## src/rtl/pss_pkg.sv

```systemverilog
package pss_pkg;
  localparam int unsigned WORD_W      = 16;
  localparam int unsigned SYNC_STAGES = 2;

  typedef enum logic {
    MODE_SHIFT = 1'b0,
    MODE_LOAD  = 1'b1
  } pss_mode_e;
endpackage

```

## src/rtl/pss_sync.sv

```systemverilog
module pss_sync #(
  parameter int unsigned W      = 3,
  parameter int unsigned STAGES = 2,
  parameter logic [W-1:0] RST_VAL = '0
) (
  input  logic         clk,
  input  logic         rst_n,
  input  logic [W-1:0] d_async,
  output logic [W-1:0] q_sync
);
  logic [STAGES-1:0][W-1:0] pipe;

  for (genvar s = 0; s < STAGES; s++) begin : g_stage
    if (s == 0) begin : g_first
      always_ff @(posedge clk or negedge rst_n) begin
        if (!rst_n) pipe[s] <= RST_VAL;
        else        pipe[s] <= d_async;
      end
    end else begin : g_next
      always_ff @(posedge clk or negedge rst_n) begin
        if (!rst_n) pipe[s] <= RST_VAL;
        else        pipe[s] <= pipe[s-1];
      end
    end
  end

  assign q_sync = pipe[STAGES-1];
endmodule

```

## src/rtl/pss_edge.sv

```systemverilog
module pss_edge #(
  parameter logic IDLE = 1'b1
) (
  input  logic clk,
  input  logic rst_n,
  input  logic lvl,
  output logic rise
);
  logic lvl_q;

  always_ff @(posedge clk or negedge rst_n) begin
    if (!rst_n) lvl_q <= IDLE;
    else        lvl_q <= lvl;
  end

  assign rise = lvl & ~lvl_q;

  // one serial edge yields exactly one step pulse
  p_single_step_r4: assert property (@(posedge clk) disable iff (!rst_n)
    rise |=> !rise);
endmodule

```

## src/rtl/pss_shreg.sv

```systemverilog
module pss_shreg
  import pss_pkg::*;
#(
  parameter int unsigned W = WORD_W
) (
  input  logic         clk,
  input  logic         rst_n,
  input  pss_mode_e    mode,
  input  logic         step,
  input  logic         din,
  input  logic [W-1:0] word,
  input  logic         invert,
  output logic         dout
);
  localparam int unsigned TOP = W - 1;

  logic [W-1:0] sreg;
  logic [W-1:0] load_val;

  always_comb begin
    load_val      = word;
    load_val[TOP] = word[TOP] ^ invert;
  end

  always_ff @(posedge clk or negedge rst_n) begin
    if (!rst_n) begin
      sreg <= '0;
    end else if (mode == MODE_LOAD) begin
      sreg <= load_val;
    end else if (step) begin
      sreg <= {sreg[TOP-1:0], din};
    end
  end

  assign dout = sreg[TOP];

  p_load_low_r2: assert property (@(posedge clk) disable iff (!rst_n)
    (mode == MODE_LOAD) |=> sreg[TOP-1:0] == $past(word[TOP-1:0]));

  p_load_top_r5: assert property (@(posedge clk) disable iff (!rst_n)
    (mode == MODE_LOAD) |=> sreg[TOP] == ($past(word[TOP]) ^ $past(invert)));

  p_fill_r6: assert property (@(posedge clk) disable iff (!rst_n)
    (mode == MODE_SHIFT && step) |=> sreg[0] == $past(din));

  p_hold_r8: assert property (@(posedge clk) disable iff (!rst_n)
    (mode == MODE_SHIFT && !step) |=> $stable(sreg));
endmodule

```

## src/rtl/pos_shift_out.sv

```systemverilog
module pos_shift_out
  import pss_pkg::*;
(
  input  logic              clk,
  input  logic              rst_n,
  input  logic [WORD_W-1:0] pos_word,
  input  logic              sel_load,
  input  logic              sclk,
  input  logic              sdin,
  input  logic              msb_flip,
  output logic              sdout
);
  localparam int unsigned NPIN = 3;

  logic [NPIN-1:0] pins_s;
  logic            sel_s, sclk_s, sdin_s, step;
  pss_mode_e       mode;

  pss_sync #(
    .W       (NPIN),
    .STAGES  (SYNC_STAGES),
    .RST_VAL (3'b110)
  ) u_sync (
    .clk     (clk),
    .rst_n   (rst_n),
    .d_async ({sel_load, sclk, sdin}),
    .q_sync  (pins_s)
  );

  assign {sel_s, sclk_s, sdin_s} = pins_s;
  assign mode = sel_s ? MODE_LOAD : MODE_SHIFT;

  pss_edge #(.IDLE(1'b1)) u_edge (
    .clk   (clk),
    .rst_n (rst_n),
    .lvl   (sclk_s),
    .rise  (step)
  );

  pss_shreg #(.W(WORD_W)) u_shreg (
    .clk    (clk),
    .rst_n  (rst_n),
    .mode   (mode),
    .step   (step),
    .din    (sdin_s),
    .word   (pos_word),
    .invert (msb_flip),
    .dout   (sdout)
  );

  p_reset_out_r1: assert property (@(posedge clk)
    !rst_n |-> sdout == 1'b0);
endmodule

```

## config.mk

```make
export PLATFORM = sky130hd
export DESIGN_NAME = pos_shift_out
export DESIGN_NICKNAME = d
export VERILOG_FILES = /design/src/rtl/pss_pkg.sv /design/src/rtl/pss_sync.sv /design/src/rtl/pss_edge.sv /design/src/rtl/pss_shreg.sv /design/src/rtl/pos_shift_out.sv
export SDC_FILE = /design/constraint.sdc
export NUM_CORES = 1
export LEC_CHECK = 0
export ABC_AREA = 1
export BUFFER_PORTS_ARGS = -buffer_cell sky130_fd_sc_hd__buf_2
export CORE_MARGIN = 4
export CORE_UTILIZATION = 46
export CTS_CLUSTER_DIAMETER = 200
export DETAILED_ROUTE_END_ITERATION = 10
export GPL_ROUTABILITY_DRIVEN = 0
export PLACE_DENSITY = 0.69
export SLEW_MARGIN = 20
export SYNTH_ARGS = -nofsm -noshare
export SYNTH_HDL_FRONTEND = slang
export SYNTH_SLANG_ARGS = --single-unit
```

## constraint.sdc

```tcl
create_clock -name clk -period 1 [get_ports clk]
set_input_delay 0 -clock clk [delete_from_list [all_inputs] [get_ports clk]]
set_output_delay 0 -clock clk [all_outputs]
set_load 0.03 [all_outputs]
```

==> results_dict.tcl <==
set metrics [dict create \
    clock.fmax_ghz 0.895 \
    crit_type "reg -> reg" \
    syn-num-nets 154 \
    setup_viol 16 \
    hold_viol 0 \
    critPathArrivalTime_ns 1.31 \
    diodes 0 \
    whs_endpoint "u_shreg.sreg[2]$_DFFE_PN0P_" \
    ff_latch_area_sq_um 582 \
    final_cell_mix "nand2_1 (54), buf_2 (22), dfrtp_1 (18)" \
    multi_input_area_sq_um 393 \
    stdcell_count 194 \
    pin_count 23 \
    drt_iter0_drc 19 \
    relSlewSlack_pct 66.9 \
    viasPerCell 4.59 \
    clockBufferDepth 2 \
    core_area_sq_um 2040 \
    synth_area_sq_um 1030 \
    nets 190 \
    wl_um 1990 \
    grt_pass1_wl_um 3660 \
    drive_gt1_share_pct 32.9 \
    fin_tns_setup_ns -1.62 \
    tritoncts "done" \
    ys_seq_area_share_pct 56.6 \
    antenna_found_initial 0 \
    place_hpwl_um 1430 \
    final_cell_area_sq_um 1380 \
    drt_pass1_iterations 4 \
    drc 0 \
    port_buffers 22 \
    clock_latency_ns 0.30 \
    cp_max_fo 8 \
    avgRoutedWirePerCell_um 10.3 \
    finalMaxSlewViolations 0 \
    die_w_um 55.3 \
    synth_compound_area_share_pct 7.30 \
    synth_top_family_by_area "simple AND/OR/NAND/NOR gates" \
    vias 890 \
    initial_utilization_pct 50.4 \
    rsz0062_at_grt "true" \
    fillers 182 \
    critPathLaunchType "register" \
    cts_root_buffer "clkbuf_4" \
    grt.total_usage_pct 14.6 \
    synth.area.mux_share_pct 0 \
    ys_types 10 \
    rows 16 \
    place_inst 181 \
    crit_required_ns 1.20 \
    pwr_density_cell_nw_per_um2 1360 \
    fin_crit_ns 1.12 \
    mostFrequentLayoutCell "nand2_1" \
    grt_max_degree 24 \
    cts.sinks 23 \
    worst_slew_pin_slew_ns 0.496 \
    hold_class "in -> reg" \
    r2r_cells 6 \
    grt_pass1_vias 927 \
    leakagePower_nw 0.749 \
    r2r_end "u_shreg.sreg[7]$_DFFE_PN0P_" \
    worstSetupEndpointType "register" \
    postPlaceCellArea_sq_um 1220 \
    drv_cap 0 \
    synth-simple-area-share_pct 26.5 \
    total_power_mw 1.88 \
    hold_slack_ns 0.0135 \
    post-place-ws_ns -0.112 \
    gr-total-overflow 0 \
    drtAntennaViolNets 0 \
    timing.rr.start "u_edge.lvl_q$_DFF_PN1_" \
    htreeDepth 1 \
    post-route-period-util_pct 112 \
    violations "negative setup slack" \
    area_growth_syn_to_layout_pct 34.6 \
    die_h_um 55.3 \
    ir_worst_vdd_mv 0.925 \
    final_core_utilization_pct 67.8 \
    clkTransAtPathRegs_ns 0.12 \
    synth_fa_ha_area_share_pct 0 \
    finClkSkew_ns 0.00848 \
    status "finished, violations left" \
    min_path_cells 5 \
    cts_made_buffers 3 \
    layout_setup_ws_ns -0.117 \
    syn_avg_cell_area_sq_um 7.79 \
    synth_warnings 0 \
    r2r_setup_slack_ns -0.12 \
    synth_xor_xnor_area_share_pct 0 \
    dieArea_sq_um 3060 \
    min_from "pos_word[2]" \
    netlist_instances 132 \
    synth-seq-cells 23 \
]
[registers in the layout, indices dropped and copies added (netlist names)]
signal,flops
u_sync.pipe,3
u_shreg.sreg,16
u_edge.lvl_q,1
u_sync.q_sync,3
[cells in the mapped netlist (all sizes together)]
cell / count / area, sq um
nand2: 68 / 263
dfrtp: 18 / 450
dfstp: 5 / 131
buf: 5 / 27.5
o21ai: 15 / 75.1
inv: 19 / 71.3
nand3: 2 / 10.0
[timing repair]
action / 4_1_cts / 5_1_grt
setup buffers: 1 / 0
hold buffers: 8 / 0
pin swaps: 8 / 6
hold endpoints to repair: 26 / 0
gates resized for setup: 6 / 11
setup endpoints to repair: 16 / 16
[worst max-delay path, stage by stage (launching register included)]
cell,delay (ns)
dfstp_2,0.55
inv_2,0.04
nand2_2,0.07
nand2_4,0.09
buf_12,0.15
nand2_2,0.05
nand2_1,0.05
[worst max-delay path by stage]
stage	from	end	depth (start not counted)
after CTS	u_edge.lvl_q$_DFF_PN1_	u_shreg.sreg[7]$_DFFE_PN0P_	6
after detailed placement	u_edge.lvl_q$_DFF_PN1_	u_shreg.sreg[14]$_DFFE_PN0P_	6
after global placement	u_edge.lvl_q$_DFF_PN1_	u_shreg.sreg[8]$_DFFE_PN0P_	6
after global routing	u_sync.q_sync[2]$_DFF_PN1_	u_shreg.sreg[1]$_DFFE_PN0P_	5
final	u_edge.lvl_q$_DFF_PN1_	u_shreg.sreg[7]$_DFFE_PN0P_	6
after floorplan	u_sync.q_sync[1]$_DFF_PN1_	u_shreg.sreg[10]$_DFFE_PN0P_	6
[cells by family after synthesis]
kind of cell / after synthesis
flip-flops: 23
AND/OR/NAND/NOR: 70
AO/OA/AOI/OAI: 15
buffers and inverters: 24
[cell type report]
class	count	area share [%]
clock buffer	4	1.90
inverter	19	5.52
multi-input combinational	85	28.4
sequential	23	42.0
tap	27	2.44
timing repair buffer	36	19.7
[where the power goes]
group          internal [mW]  switching (mW)  leakage, nW
Clock                  0.155           0.256       0.0150
Combinational          0.176           0.208        0.460
Sequential              1.04          0.0514        0.274
[metal layers]
layer	GRT usage, %	share of wire, %	wire (um)
met1	16.7	42	827
met2	25.5	52	1040
met3	3.03	4.2	84
met4	7.29	2.0	39
met5	0	0	0
(Power assumes the default switching activity.)
